File: src/rtl/flash_cmd_pkg.sv
package flash_cmd_pkg;

    typedef enum logic [3:0] {
        ST_IDLE,
        ST_UNLK1,
        ST_UNLK2,
        ST_PROG,
        ST_ER_UNLK0,
        ST_ER_UNLK1,
        ST_ER_SEL,
        ST_BLK_COLLECT,
        ST_BYP_PROG,
        ST_BYP_EXIT
    } seq_state_e;

    typedef enum logic [2:0] {
        CMD_RESET      = 3'd0,
        CMD_AUTOSEL    = 3'd1,
        CMD_PROGRAM    = 3'd2,
        CMD_CHIP_ERASE = 3'd3,
        CMD_BLK_ADD    = 3'd4,
        CMD_BLK_GO     = 3'd5,
        CMD_SUSPEND    = 3'd6,
        CMD_RESUME     = 3'd7
    } cmd_e;

    localparam logic [7:0] D_UNLOCK_A = 8'hAA;
    localparam logic [7:0] D_UNLOCK_B = 8'h55;
    localparam logic [7:0] D_RESET    = 8'hF0;
    localparam logic [7:0] D_AUTOSEL  = 8'h90;
    localparam logic [7:0] D_PROGRAM  = 8'hA0;
    localparam logic [7:0] D_BYPASS   = 8'h20;
    localparam logic [7:0] D_ERASE    = 8'h80;
    localparam logic [7:0] D_CHIP     = 8'h10;
    localparam logic [7:0] D_BLOCK    = 8'h30;
    localparam logic [7:0] D_SUSPEND  = 8'hB0;
    localparam logic [7:0] D_BYP_EXIT = 8'h00;

endpackage

File: src/rtl/flash_addr_match.sv
module flash_addr_match #(
    parameter int CMP_W = 11
) (
    input  logic [CMP_W-1:0] low_addr,
    output logic             at_first,
    output logic             at_second
);
    localparam logic [CMP_W-1:0] FIRST_ADDR  = CMP_W'(11'h555);
    localparam logic [CMP_W-1:0] SECOND_ADDR = CMP_W'(11'h2AA);

    assign at_first  = (low_addr == FIRST_ADDR);
    assign at_second = (low_addr == SECOND_ADDR);
endmodule

File: src/rtl/flash_blk_timer.sv
module flash_blk_timer #(
    parameter int TIMEOUT = 4096
) (
    input  logic clk,
    input  logic rst_n,
    input  logic load,
    input  logic run,
    output logic expired
);
    localparam int CNT_W = (TIMEOUT > 2) ? $clog2(TIMEOUT) : 1;
    localparam logic [CNT_W-1:0] RELOAD = CNT_W'(TIMEOUT - 1);

    logic [CNT_W-1:0] cnt_q;

    always_ff @(posedge clk or negedge rst_n) begin
        if (!rst_n) begin
            cnt_q <= '0;
        end else if (load) begin
            cnt_q <= RELOAD;
        end else if (run && cnt_q != '0) begin
            cnt_q <= cnt_q - 1'b1;
        end
    end

    assign expired = (cnt_q == '0);
endmodule

File: src/rtl/flash_cmd_decoder.sv
module flash_cmd_decoder
    import flash_cmd_pkg::*;
#(
    parameter int ADDR_W  = 19,
    parameter int CMP_W   = 11,
    parameter int TIMEOUT = 4096
) (
    input  logic              clk,
    input  logic              rst_n,
    input  logic              wr_en,
    input  logic [ADDR_W-1:0] wr_addr,
    input  logic [7:0]        wr_data,
    input  logic              busy,
    output logic              cmd_valid,
    output logic [2:0]        cmd_code,
    output logic [ADDR_W-1:0] cmd_addr,
    output logic [7:0]        cmd_data,
    output logic              bypass_mode,
    output logic              erase_suspended
);
    seq_state_e        state_q, state_d;
    logic              at_first, at_second;
    logic              tmr_load, tmr_run, tmr_expired;
    logic              busy_q, blkrun_q, blkrun_d;
    logic              valid_d, byp_d, susp_d;
    cmd_e              code_d;
    logic [ADDR_W-1:0] addr_d;
    logic [7:0]        data_d;

    flash_addr_match #(.CMP_W(CMP_W)) match_i (
        .low_addr  (wr_addr[CMP_W-1:0]),
        .at_first  (at_first),
        .at_second (at_second)
    );

    assign tmr_run = (state_q == ST_BLK_COLLECT) && !busy;

    flash_blk_timer #(.TIMEOUT(TIMEOUT)) timer_i (
        .clk     (clk),
        .rst_n   (rst_n),
        .load    (tmr_load),
        .run     (tmr_run),
        .expired (tmr_expired)
    );

    // state register
    always_ff @(posedge clk or negedge rst_n) begin
        if (!rst_n) begin
            state_q  <= ST_IDLE;
            busy_q   <= 1'b0;
            blkrun_q <= 1'b0;
        end else begin
            state_q  <= state_d;
            busy_q   <= busy;
            blkrun_q <= blkrun_d;
        end
    end

    // next-state and next-output decode
    always_comb begin
        state_d  = state_q;
        valid_d  = 1'b0;
        code_d   = CMD_RESET;
        addr_d   = wr_addr;
        data_d   = wr_data;
        byp_d    = bypass_mode;
        susp_d   = erase_suspended;
        blkrun_d = blkrun_q;
        tmr_load = 1'b0;
        if (busy) begin
            if (wr_en && wr_data == D_SUSPEND && blkrun_q && !erase_suspended) begin
                valid_d = 1'b1;
                code_d  = CMD_SUSPEND;
                susp_d  = 1'b1;
            end
        end else begin
            if (busy_q && !erase_suspended) begin
                blkrun_d = 1'b0;
            end
            unique case (state_q)
                ST_IDLE: if (wr_en) begin
                    if (bypass_mode) begin
                        if (wr_data == D_PROGRAM)      state_d = ST_BYP_PROG;
                        else if (wr_data == D_AUTOSEL) state_d = ST_BYP_EXIT;
                    end else if (wr_data == D_RESET) begin
                        valid_d = 1'b1;
                        code_d  = CMD_RESET;
                    end else if (wr_data == D_UNLOCK_A && at_first) begin
                        state_d = ST_UNLK1;
                    end else if (wr_data == D_BLOCK && erase_suspended) begin
                        valid_d = 1'b1;
                        code_d  = CMD_RESUME;
                        susp_d  = 1'b0;
                    end
                end
                ST_UNLK1: if (wr_en) begin
                    state_d = (wr_data == D_UNLOCK_B && at_second) ? ST_UNLK2 : ST_IDLE;
                end
                ST_UNLK2: if (wr_en) begin
                    state_d = ST_IDLE;
                    if (at_first) begin
                        if (wr_data == D_RESET) begin
                            valid_d = 1'b1;
                            code_d  = CMD_RESET;
                        end else if (wr_data == D_AUTOSEL) begin
                            valid_d = 1'b1;
                            code_d  = CMD_AUTOSEL;
                        end else if (wr_data == D_PROGRAM) begin
                            state_d = ST_PROG;
                        end else if (wr_data == D_BYPASS) begin
                            byp_d = 1'b1;
                        end else if (wr_data == D_ERASE) begin
                            state_d = ST_ER_UNLK0;
                        end
                    end
                end
                ST_PROG, ST_BYP_PROG: if (wr_en) begin
                    valid_d = 1'b1;
                    code_d  = CMD_PROGRAM;
                    state_d = ST_IDLE;
                end
                ST_ER_UNLK0: if (wr_en) begin
                    state_d = (wr_data == D_UNLOCK_A && at_first) ? ST_ER_UNLK1 : ST_IDLE;
                end
                ST_ER_UNLK1: if (wr_en) begin
                    state_d = (wr_data == D_UNLOCK_B && at_second) ? ST_ER_SEL : ST_IDLE;
                end
                ST_ER_SEL: if (wr_en) begin
                    state_d = ST_IDLE;
                    if (wr_data == D_CHIP && at_first) begin
                        valid_d  = 1'b1;
                        code_d   = CMD_CHIP_ERASE;
                        blkrun_d = 1'b0;
                    end else if (wr_data == D_BLOCK) begin
                        valid_d  = 1'b1;
                        code_d   = CMD_BLK_ADD;
                        tmr_load = 1'b1;
                        state_d  = ST_BLK_COLLECT;
                    end
                end
                ST_BLK_COLLECT: begin
                    if (wr_en) begin
                        if (wr_data == D_BLOCK) begin
                            valid_d  = 1'b1;
                            code_d   = CMD_BLK_ADD;
                            tmr_load = 1'b1;
                        end else begin
                            state_d = ST_IDLE;
                        end
                    end else if (tmr_expired) begin
                        valid_d  = 1'b1;
                        code_d   = CMD_BLK_GO;
                        addr_d   = '0;
                        data_d   = '0;
                        blkrun_d = 1'b1;
                        state_d  = ST_IDLE;
                    end
                end
                ST_BYP_EXIT: if (wr_en) begin
                    state_d = ST_IDLE;
                    if (wr_data == D_BYP_EXIT) begin
                        byp_d   = 1'b0;
                        valid_d = 1'b1;
                        code_d  = CMD_RESET;
                    end
                end
                default: state_d = ST_IDLE;
            endcase
        end
    end

    // output registers
    always_ff @(posedge clk or negedge rst_n) begin
        if (!rst_n) begin
            cmd_valid       <= 1'b0;
            cmd_code        <= '0;
            cmd_addr        <= '0;
            cmd_data        <= '0;
            bypass_mode     <= 1'b0;
            erase_suspended <= 1'b0;
        end else begin
            cmd_valid       <= valid_d;
            cmd_code        <= code_d;
            cmd_addr        <= valid_d ? addr_d : cmd_addr;
            cmd_data        <= valid_d ? data_d : cmd_data;
            bypass_mode     <= byp_d;
            erase_suspended <= susp_d;
        end
    end
endmodule

File: config.mk
export PLATFORM = sky130hd
export DESIGN_NAME = flash_cmd_decoder
export DESIGN_NICKNAME = d
export VERILOG_FILES = /design/src/rtl/flash_cmd_pkg.sv /design/src/rtl/flash_addr_match.sv /design/src/rtl/flash_blk_timer.sv /design/src/rtl/flash_cmd_decoder.sv
export SDC_FILE = /design/constraint.sdc
export NUM_CORES = 1
export LEC_CHECK = 0
export BUFFER_PORTS_ARGS = -buffer_cell sky130_fd_sc_hd__buf_2
export CAP_MARGIN = 0
export CORE_UTILIZATION = 50
export DETAILED_ROUTE_END_ITERATION = 10
export PLACE_DENSITY = 0.75
export SLEW_MARGIN = 20
export SYNTH_ARGS = -nofsm -noshare
export SYNTH_HDL_FRONTEND = slang
export SYNTH_SLANG_ARGS = --single-unit
File: constraint.sdc
create_clock -name clk -period 6.1 [get_ports clk]
set_clock_uncertainty 0.2 [all_clocks]
set_input_delay 1.22 -clock clk [delete_from_list [all_inputs] [get_ports clk]]
set_output_delay 1.22 -clock clk [all_outputs]
set_load 0.02 [all_outputs]
* Word-level counts from Yosys, hierarchy flattened
Cells that the tools add are included.
** Operators by class
- Reduce and logical (&&, ||, !) cells :: 26
- Muxes and demuxes :: 103
- Bitwise gates (word level) :: 1
- Add/subtract/negate cells :: 1
- Eq/ne operators :: 44
** Operators with widths (count)
- $mux W19 :: 4
- $mux W3 :: 22
- $mux W4 :: 15
- $eq A8 B8 Y1 const B :: 6
- $mux W1 :: 48
- $mux W8 :: 4
- $ne A2 B2 Y1 const B :: 16
- $pmux W4 S8 :: 1
- $mux W12 :: 2
- $eq A4 B3 Y1 const B :: 4
- $eq A8 B6 Y1 const B :: 2
- $pmux W3 S5 :: 1
- $reduce_and A13 Y1 :: 1
- $logic_not A12 Y1 :: 1
- $reduce_bool A12 Y1 :: 1
- $sub A12 B1 Y12 const B :: 1
- $eq A11 B10 Y1 const B :: 1
- $eq A11 B11 Y1 const B :: 1
- $logic_and A1 B1 Y1 :: 10
- $reduce_and A10 Y1 :: 1
- $reduce_bool A2 Y1 :: 5
- $ne A3 B3 Y1 const B :: 3
- $eq A4 B2 Y1 const B :: 2
- $eq A4 B4 Y1 const B :: 2
- 16 further kinds :: 21
** Storage, ports and cells
- Output and inout port bits :: 33
- Bits in registers :: 51

* Longest topological paths before layout
Gate-level depths: netlist of run 1.
- Depth after elaboration :: 9
- Gate-level depth with buffers :: 10
- Depth with buffers taken out :: 9

* Hierarchy
Synthesis of run 1 repeated with hierarchy kept, for this count alone.
** Unflattened totals
- Cell total of the unflattened synthesis :: 297
- Area total of the unflattened synthesis :: 2940.3 µm²
** Modules (own cells, without submodules)
- flash_cmd_decoder :: sequential area each 975.9 µm², cells an instance 214, instances 1, area an instance 2159.6 µm²
- flash_blk_timer :: sequential area each 300.3 µm², cells an instance 75, instances 1, area an instance 713.2 µm²
- flash_addr_match :: sequential area each 0.0 µm², cells an instance 8, instances 1, area an instance 67.6 µm²

* Least setup slack after synthesis of run 1
OpenSTA, ideal clock, no wires.
- Path kind :: input to register
- Start :: in wr_data[0]
- End :: reg cmd_addr[15]
- Slack :: 2.623 ns
- Stages on the path :: 9
- Buffers on the path :: 2
- Arrival :: 3.154 ns
- Cell sequence :: or4_4 -> nand2b_4 -> o41ai_1 -> a31oi_1 -> a2111oi_2 -> a211oi_1 -> buf_6 -> buf_6 -> mux2i_1
** Between the ends
- Longest elaborated chain between the ends :: 9
** RTL lines
- start, declared :: line flash_cmd_decoder.sv:12 : input logic [7:0] wr_data,
- $eq A8 B6 Y1 :: line flash_cmd_decoder.sv:90, flash_cmd_decoder.sv:134, flash_cmd_decoder.sv:143
- $logic_and A1 B1 Y1 :: line flash_cmd_decoder.sv:90 : end else if (wr_data == D_BLOCK && erase_suspended) begin
- $mux W1 :: line flash_cmd_decoder.sv:90
- $mux W1 :: line flash_cmd_decoder.sv:88 : end else if (wr_data == D_UNLOCK_A && at_first) begin
- $mux W1 :: line flash_cmd_decoder.sv:85 : end else if (wr_data == D_RESET) begin
- $mux W1 :: line flash_cmd_decoder.sv:82 : if (bypass_mode) begin
- $mux W1 :: line flash_cmd_decoder.sv:81 : ST_IDLE: if (wr_en) begin
- $pmux W1 S6 :: line flash_cmd_decoder.sv:80 : unique case (state_q)
- $mux W1 * :: line flash_cmd_decoder.sv:70 : if (busy) begin
- end signal, assigned :: line flash_cmd_decoder.sv:184 : cmd_addr <= valid_d ? addr_d : cmd_addr;
- end, declared :: line flash_cmd_decoder.sv:16 : output logic [ADDR_W-1:0] cmd_addr,
Mark *: on every way between the ends. The rest lies on a longest branch, timed or not.
A chain may end at the register's enable or synchronous reset.

* Worst setup path in the final report of run 1
- Start :: in wr_data[0]
- End :: reg cmd_data[7]
** Between the ends
- Longest elaborated chain between the ends :: 9
** RTL lines
- $eq A8 B6 Y1 :: line flash_cmd_decoder.sv:90, flash_cmd_decoder.sv:134, flash_cmd_decoder.sv:143
- $logic_and A1 B1 Y1 :: line flash_cmd_decoder.sv:90
- $mux W1 :: line flash_cmd_decoder.sv:90
- $mux W1 :: line flash_cmd_decoder.sv:88
- $mux W1 :: line flash_cmd_decoder.sv:85
- $mux W1 :: line flash_cmd_decoder.sv:82
- $mux W1 :: line flash_cmd_decoder.sv:81
- $pmux W1 S6 :: line flash_cmd_decoder.sv:80
- $mux W1 * :: line flash_cmd_decoder.sv:70
- end signal, assigned :: line flash_cmd_decoder.sv:185 : cmd_data <= valid_d ? data_d : cmd_data;
- end, declared :: line flash_cmd_decoder.sv:17 : output logic [7:0] cmd_data,
Marked as above.

==> key figures, run 1 <==
Finish
  • FF+latch area: ~0.0013 mm^2
  • Most common cell after layout, fill and taps aside: buf_2
  • Area Growth Syn to Fin: 16.5%
  • Net count, final: about 420
  • Commonest cells after routing, fill and taps aside: buf_2, nand2_1, dfrtp_1
  • Multi-input logic area: ~0.0014 mm^2
  • Filler cells: 491
  • Ant. Diodes: 0
  • Share of cells above drive strength 1: 20.7%

Synthesis
  • Synthesized flop and latch total: 51
  • Yosys Warn Count: 0
  • Synth Area in Compound Gates: under 10%
  • Asr flop ratio synth: 100%
  • Main flop type after synthesis: dfrtp_1
  • Number of flops mapped to enable cells by yosys: 0
  • Syn Area/Cell: slightly below 9 um^2
  • Post-synthesis mux area share: about a tenth
  • Count of cell types in the netlist: 46
  • Mapped Area: ~0.0029 mm^2
  • Synth Area in Adders: 0.435%
  • Synthesized Nets: 361
  • Post-synthesis sequential area ratio: roughly 44%
  • Post-Synth Simple-Gate Area: 26.1%
  • Syn Inst Count: between 300 and 400
  • Largest family of logic cells by synthesized area: simple AND/OR/NAND/NOR gates
  • XOR/XNOR share of the synthesized area: 2.74%

Drt
  • DR vias: around 2500
  • Antenna-violating nets left: 0
  • Initial drt markers: ~240
  • Via/cell ratio: 5.42
  • DRT Pass-1 Iters: 4
  • Post-Route WL: around 6300 um
  • Drt wl/cell: ~14 um
  • DRC: 0

Die
  • Die area: just over 0.006 mm^2
  • Core area: 0.00554 mm^2
  • Starting Density: between 50% and 60%
  • Row count: 27
  • Die width: roughly 80 um
  • Die Height: 77.9 um
  • # IOs: between 60 and 70

Global routing
  • GRT overflow: 0
  • Largest net degree at the start of global routing: 29
  • Gr usage total: between 20 and 25%
  • First-pass GRT wire length: ~11000 um
  • Vias in the first global route: between 2000 and 2500
  • Initial antenna violation count: 0

Status
  • Status: completed

Job
  • Max-Cap Viols: 0

Critical path
  • Critical path type: input pin to flop
  • Largest delay share family, worst path: simple AND/OR/NAND/NOR gates
  • Critical Path Max Stage Delay: around 0.78 ns
  • Worst path bufs/invs: 2
  • Worst setup SP type: input pin
  • CP Max Fanout: 28
  • Worst path cell trace: buf_2 -> or4_4 -> nor4_1 -> nand2_1 -> o21ai_0 -> a211oi_4 -> buf_4 -> mux2i_1
  • Capturing point of the worst reg2reg path: timer_i.cnt_q[11]$_DFFE_PN0P_
  • Required @ worst endpoint: slightly above 6 ns
  • FF-to-FF Start: state_q[1]$_DFFE_PN0P_
  • R2R setup slack: 3.09 ns
  • Crit. End Element: flop
  • FF-to-FF path depth: 7
  • Data arrival time of the critical path: ~3.5 ns
  • CP max stage cell: nor4_1

STA
  • RSZ-0062 raised after global routing: false
  • Final hold vios: 0
  • Slew Viols, Final: 0
  • Slew @ Worst Pin: ~0.93 ns
  • # setup viols final: 0
  • Period utilization: 58.5%
  • Min cycle time layout: roughly 3.6 ns
  • Fin Setup TNS: 0 ns
  • Max_slew headroom: between 30% and 40%
  • Fmax: ~280 MHz
  • Worst Setup Slack, final: approximately 2.5 ns

Hold path
  • Hold Path Cell Cnt: 2
  • Hold Crit Class: flop to flop
  • Hold Crit Start: cmd_data[5]$_DFFE_PN0P_
  • Hold endpoint: cmd_data[5]$_DFFE_PN0P_

CTS
  • CTS Hold Bufs: 0
  • H-tree Lvls: 2
  • Sink Count: 51
  • Clock Latency Late Sink: 0.30 ns
  • Setup bufs post-CTS: 0
  • CTS clock-pin slew for the worst setup and hold paths: 0.09 ns
  • Clock Tree Buf Depth: 2
  • Root Buffer: clkbuf_8
  • TritonCTS Buffers: 5
  • CTS tree: done
  • CTS resizes: 0

Pwr
  • Total power per unit cell area: between 300 and 400 mW/mm^2
  • Worst vdd ir: about 0.16 mV
  • Combinational share of power: 37.7%
  • Clk pwr share: 18.4%
  • Sequential share of power: ~44%
  • Leakage: between 1.5 and 2 nW
  • NetSw: roughly 0.45 mW
  • Switching Fraction: about two fifths
  • Internal power: between 0.7 and 0.8 mW

Placed design
  • # port buffers: 63
  • Place WS: 2.22 ns
  • DP HPWL: roughly 4600 um
  • GP Congestion: 0.927
[synthesized netlist by cell type (2+ instances only)]
| master | instances | area, um^2 |
|---|---|---|
| mux2i_1 | 28 | 280 |
| nor3_1 | 10 | 50.1 |
| nor2_1 | 23 | 86.3 |
| nand2_1 | 61 | 229 |
| nor4_1 | 6 | 37.5 |
| and3_1 | 3 | 18.8 |
| buf_6 | 3 | 33.8 |
| nor2b_1 | 7 | 43.8 |
| nand3_1 | 8 | 40.0 |
| a21oi_1 | 5 | 25.0 |
| a31oi_1 | 3 | 18.8 |
| nand4b_1 | 3 | 26.3 |
| or3_1 | 2 | 12.5 |
| o21ai_0 | 15 | 75.1 |
| a211oi_1 | 2 | 15.0 |
| or4bb_1 | 2 | 22.5 |
| nor4b_1 | 2 | 17.5 |
| xnor2_1 | 6 | 52.6 |
| o21bai_1 | 2 | 15.0 |
| inv_1 | 36 | 135 |
| dfrtp_1 | 51 | 1280 |
| nand2b_1 | 2 | 12.5 |
| nand4_1 | 10 | 62.6 |
| a22o_1 | 3 | 26.3 |
| xor2_1 | 3 | 26.3 |
| clkbuf_1 | 13 | 48.8 |
[worst min-delay path, cell delays in order (launching register included)]
cell	delay [ns]
dfrtp_1	0.38
inv_1	0.05
mux2i_1	0.06
[metrics by stage]
stage               hold slack (ns)  total power, mW  instances  utilization (%)  instance area, um^2
floorplan                     0.275            0.796        329                -                 2880
global placement              0.292            0.926        448             58.0                 3220
detailed placement            0.315            0.946        449             58.4                 3240
CTS                           0.328             1.16        457             60.3                 3340
global route                  0.341             1.22        458             60.5                 3350
finish                        0.322             1.15        458             60.5                 3350
[cell type report]
type / instances / area share, %
clock inverter: 1 / 0.224
sequential: 51 / 38.1
clock buffer: 7 / 2.88
inverter: 36 / 4.03
multi-input combinational: 225 / 41.5
tap: 72 / 2.69
timing repair buffer: 66 / 10.6
[power by group through the flow]
stage / combinational (mW) / clock (mW) / sequential [mW]
after floorplan: 0.189 / 0 / 0.607
after global placement: 0.421 / 0 / 0.505
after detailed placement: 0.436 / 0 / 0.509
after CTS: 0.437 / 0.219 / 0.502
after global routing: 0.476 / 0.229 / 0.516
final: 0.433 / 0.212 / 0.503
[kinds of logic (layout without fill, tap and decap cells)]
logic type,count (synthesis),in the layout
flip-flops,51,51
XOR/XNOR,9,9
AND/OR/NAND/NOR,148,148
buffers and inverters,53,110
AO/OA/AOI/OAI,39,39
adder cells (fa/ha/maj),1,1
multiplexers,28,28
[flip-flops by register name, summed over array words and instances (netlist names)]
| register | flops |
|---|---|
| timer_i.cnt_q | 12 |
| cmd_addr | 19 |
| bypass_mode | 1 |
| cmd_code | 3 |
| blkrun_q | 1 |
| state_q | 4 |
| erase_suspended | 1 |
| busy_q | 1 |
| cmd_data | 8 |
| cmd_valid | 1 |
[per-layer routing]
metal  vias up  GRT usage, %  part of all wire (%)
li1       1220             -                     -
met1      1163          26.5                    43
met2        96          38.7                    49
met3         5          4.12                   7.0
met4         0          9.81                   1.1
met5         -             0                     0
[worst max path at each step]
stage / startpoint / end / slack, ns / depth (start not counted)
3_5_place_dp: wr_data[0] / cmd_data[7]$_DFFE_PN0P_ / 2.22 / 9
2_1_floorplan: wr_data[0] / cmd_addr[15]$_DFFE_PN0P_ / 2.62 / 9
3_3_place_gp: wr_data[0] / cmd_addr[14]$_DFFE_PN0P_ / 2.28 / 8
6_report: wr_data[0] / cmd_data[7]$_DFFE_PN0P_ / 2.53 / 8
4_1_cts: wr_data[0] / cmd_data[7]$_DFFE_PN0P_ / 2.54 / 9
5_1_grt: wr_data[0] / cmd_addr[12]$_DFFE_PN0P_ / 2.29 / 8
Power figures use the tool's default switching activity.
==> run 2, diff against run 1 <==
ABC_AREA = 1   (was unset)
PLACE_DENSITY = 0.74   (was 0.75)
clock period = 3.6 ns   (was 6.1 ns; I/O delays follow)
==> run 2 against run 1 <==
  * Critical endpoint is now cmd_data[6]$_DFFE_PN0P_
  * Utilization down 0.18 points
  * Clock power rose by 86%
  * Synthesized cell count rose by 34%
  * Critical path type is now flop to flop
  * Sequential cell count unchanged
  * Synthesized area rose by 9.5%
  * Setup slack worse by 1.5 ns
  * Sequential power up 63%
  * Total power rose by 61%
  * Die area grew 9.3%
==> key figures, run 2 <==
Status
  • Status: completed

CTS
  • H-tree Lvls: 2 (unchanged)
  • CTS Hold Bufs: 0 (unchanged)
  • Clock Latency Late Sink: 0.31 ns (about the same)
  • CTS clock-pin slew for the worst setup and hold paths: 0.09 ns (about the same)
  • CTS resizes: 0 (unchanged)
  • Root Buffer: clkbuf_8
  • Clock Tree Buf Depth: 2 (unchanged)
  • Setup bufs post-CTS: 0 (unchanged)
  • CTS tree: done
  • Sink Count: 51 (unchanged)
  • TritonCTS Buffers: 5 (unchanged)

Pwr
  • Power Total: 1.85 mW (+61%)
  • Worst vdd ir: 0.363 mV (+130%)
  • Leakage: 1.92 nW (+2.0%)
  • Total power per unit cell area: 512 mW/mm^2 (+50%)

Finish
  • Ant. Diodes: 0 (unchanged)
  • Multi-input logic area: 0.00157 mm^2 (+13%)
  • Non-filler cells, final: 579 (+26%)
  • Share of cells above drive strength 1: 23.0% (+2.3 points)
  • Register with the most flip-flops: cmd_addr
  • FF+latch area: 0.00128 mm^2 (unchanged)
  • Most common cell after layout, fill and taps aside: nand2_1
  • Filler cells: 561 (+14%)
  • Largest registers: cmd_addr: 19 flops, timer_i.cnt_q: 12 flops, cmd_data: 8 flops
  • Max reg flops: 19 (unchanged)
  • Net count, final: 536 (+29%)
  • Area Growth Syn to Fin: 14.7%
  • Commonest cells after routing, fill and taps aside: nand2_1, nor2_1, buf_2

Global routing
  • GRT overflow: 0 (unchanged)
  • First-pass GRT wire length: 12800 um (+21%)
  • Gr usage total: 25.4% (+3.2 points)
  • Initial antenna violation count: 0 (unchanged)
  • Largest net degree at the start of global routing: 29 (unchanged)
  • Vias in the first global route: 2798 (+14%)

STA
  • Final hold vios: 0 (unchanged)
  • Max_slew headroom: 56.7% (+19 points)
  • Slew @ Worst Pin: 0.648 ns (-0.282 ns)
  • # setup viols final: 0 (unchanged)
  • Fin Setup TNS: 0 ns (unchanged)
  • Min cycle time layout: 2.54 ns
  • Period utilization: about 71%
  • RSZ-0062 raised after global routing: false
  • Fmax: ~390 MHz
  • Slew Viols, Final: 0 (unchanged)

Synthesis
  • Synthesized Nets: 474 (+31%)
  • Syn Area/Cell: 7.13 um^2 (-18%)
  • Synthesized flop and latch total: 51 (unchanged)
  • Yosys Warn Count: 0 (unchanged)
  • Yosys top cell by area: dfrtp_1
  • Post-synthesis sequential area ratio: 40.5% (-3.9 points)
  • Number of flops mapped to enable cells by yosys: 0 (unchanged)
  • Most common cell in the netlist: nand2_1
  • Main flop type after synthesis: dfrtp_1
  • Mapped Area: 0.00315 mm^2 (+9.5%)
  • Syn Inst Count: 442 (+34%)
  • Asr flop ratio synth: 100% (unchanged)
  • Synth area leaders: dfrtp_1, nand2_1, nor2_1
  • Count of cell types in the netlist: 36 (-22%)
  • Synth top cells by count: nand2_1, nor2_1, inv_1, dfrtp_1, nand3_1
  • Post-synth top area share: 40.5% (-3.9 points)

Die
  • Die Height: 81.4 um (+4.5%)
  • Starting Density: 52.6% (+0.67 points)
  • Die area: 0.00662 mm^2 (+9.3%)
  • Die width: 81.4 um (+4.5%)
  • Row count: 28 (+3.7%)
  • Core area: 0.00599 mm^2 (+8.1%)
  • # IOs: 64 (unchanged)

Drt
  • Post-Route WL: 7840 um (+25%)
  • Via/cell ratio: 5.33 (-1.8%)
  • Initial drt markers: 181 (-23%)
  • Antenna-violating nets left: 0 (unchanged)
  • Drt wl/cell: 13.5 um (-1.1%)
  • DR vias: 3084 (+24%)
  • DRC: 0 (unchanged)
  • DRT Pass-1 Iters: 4 (unchanged)

Placed design
  • GP Congestion: 0.956 (+3.1%)
  • # port buffers: 63 (unchanged)
  • Placed Cells: 572 (+27%)
  • DP HPWL: 5780 um (+25%)

Critical path
  • Crit. End Element: flop
  • R2R setup slack: 1.06 ns (-2.03 ns)
  • Critical path type: flop to flop
  • Worst setup SP type: flop
  • CP Max Fanout: 27 (-3.6%)
  • Required @ worst endpoint: 3.60 ns (-2.47 ns)
  • Data arrival time of the critical path: 2.54 ns (-1.00 ns)

Hold path
  • Hold Crit Class: input pin to asynchronous set/reset pin

Job
  • Max-Cap Viols: 0 (unchanged)
==> run 2: worst max-delay path, cell delays in order, from the launching register on <==
cell	delay, ns
dfrtp_1	0.38
inv_1	0.11
ha_1	0.22
nand2_1	0.09
nor2_1	0.21
nand3_1	0.18
nor2_2	0.18
inv_2	0.09
nor2_4	0.51
nor2_1	0.11
nand2_2	0.09
nand2_1	0.06
==> run 2: cells by family (layout without fill, tap and decap cells) <==
family	Yosys count	in the layout	share of synthesized area [%]
DFF	51	51	40.5
adders and majority gates	1	1	0.397
and+or+nand+nor	277	277	42.1
AOI/OAI and AO/OA	40	40	7.39
buffers and inverters	73	135	9.57
==> run 2: worst paths after layout <==
check                      cells past startpoint                       end                          from
hold reg to reg                                2   cmd_addr[4]$_DFFE_PN0P_       cmd_addr[4]$_DFFE_PN0P_
min in group clk                               2   cmd_addr[4]$_DFFE_PN0P_       cmd_addr[4]$_DFFE_PN0P_
setup / recovery                              11   cmd_data[6]$_DFFE_PN0P_  timer_i.cnt_q[0]$_DFFE_PN0P_
setup reg to reg                              11   cmd_data[6]$_DFFE_PN0P_  timer_i.cnt_q[0]$_DFFE_PN0P_
max in group asynchronous                      2    state_q[1]$_DFFE_PN0P_                         rst_n
hold / removal                                 1  cmd_addr[14]$_DFFE_PN0P_                         rst_n
==> run 2: layout make-up <==
cell class	count	area share (%)
repair buffers	65	9.14
clock inverters	1	0.831
inverters	63	6.55
flip-flops and latches	51	35.3
multi-input cells	318	43.5
well taps	75	2.60
clock buffers	6	2.01
==> run 2: where the power goes <==
group | internal [mW] | switching [mW]
clock network | 0.204 | 0.191
logic | 0.221 | 0.414
registers | 0.728 | 0.0913
==> run 2: stage by stage <==
| stage | util (%) | cell area (um^2) | worst slack, ns | hold WS (ns) |
|---|---|---|---|---|
| after detailed placement | 58.6 | 3510 | 0.917 | 0.289 |
| after floorplan | - | 3150 | 1.38 | 0.224 |
| after CTS | 60.3 | 3610 | 1.07 | 0.247 |
| final | 60.3 | 3610 | 1.06 | 0.218 |
| after global routing | 60.3 | 3610 | 0.830 | 0.261 |
| after global placement | 58.6 | 3510 | 0.970 | 0.289 |
==> run 2: per-layer routing <==
metal	GRT usage (%)	routed length (um)	share of wire, %	vias up
met3	4.04	345	4.4	10
met2	39.9	3600	46	91
li1	-	-	-	1544
met5	0	0	0	-
met1	35.2	3770	48	1439
met4	8.93	125	1.6	0
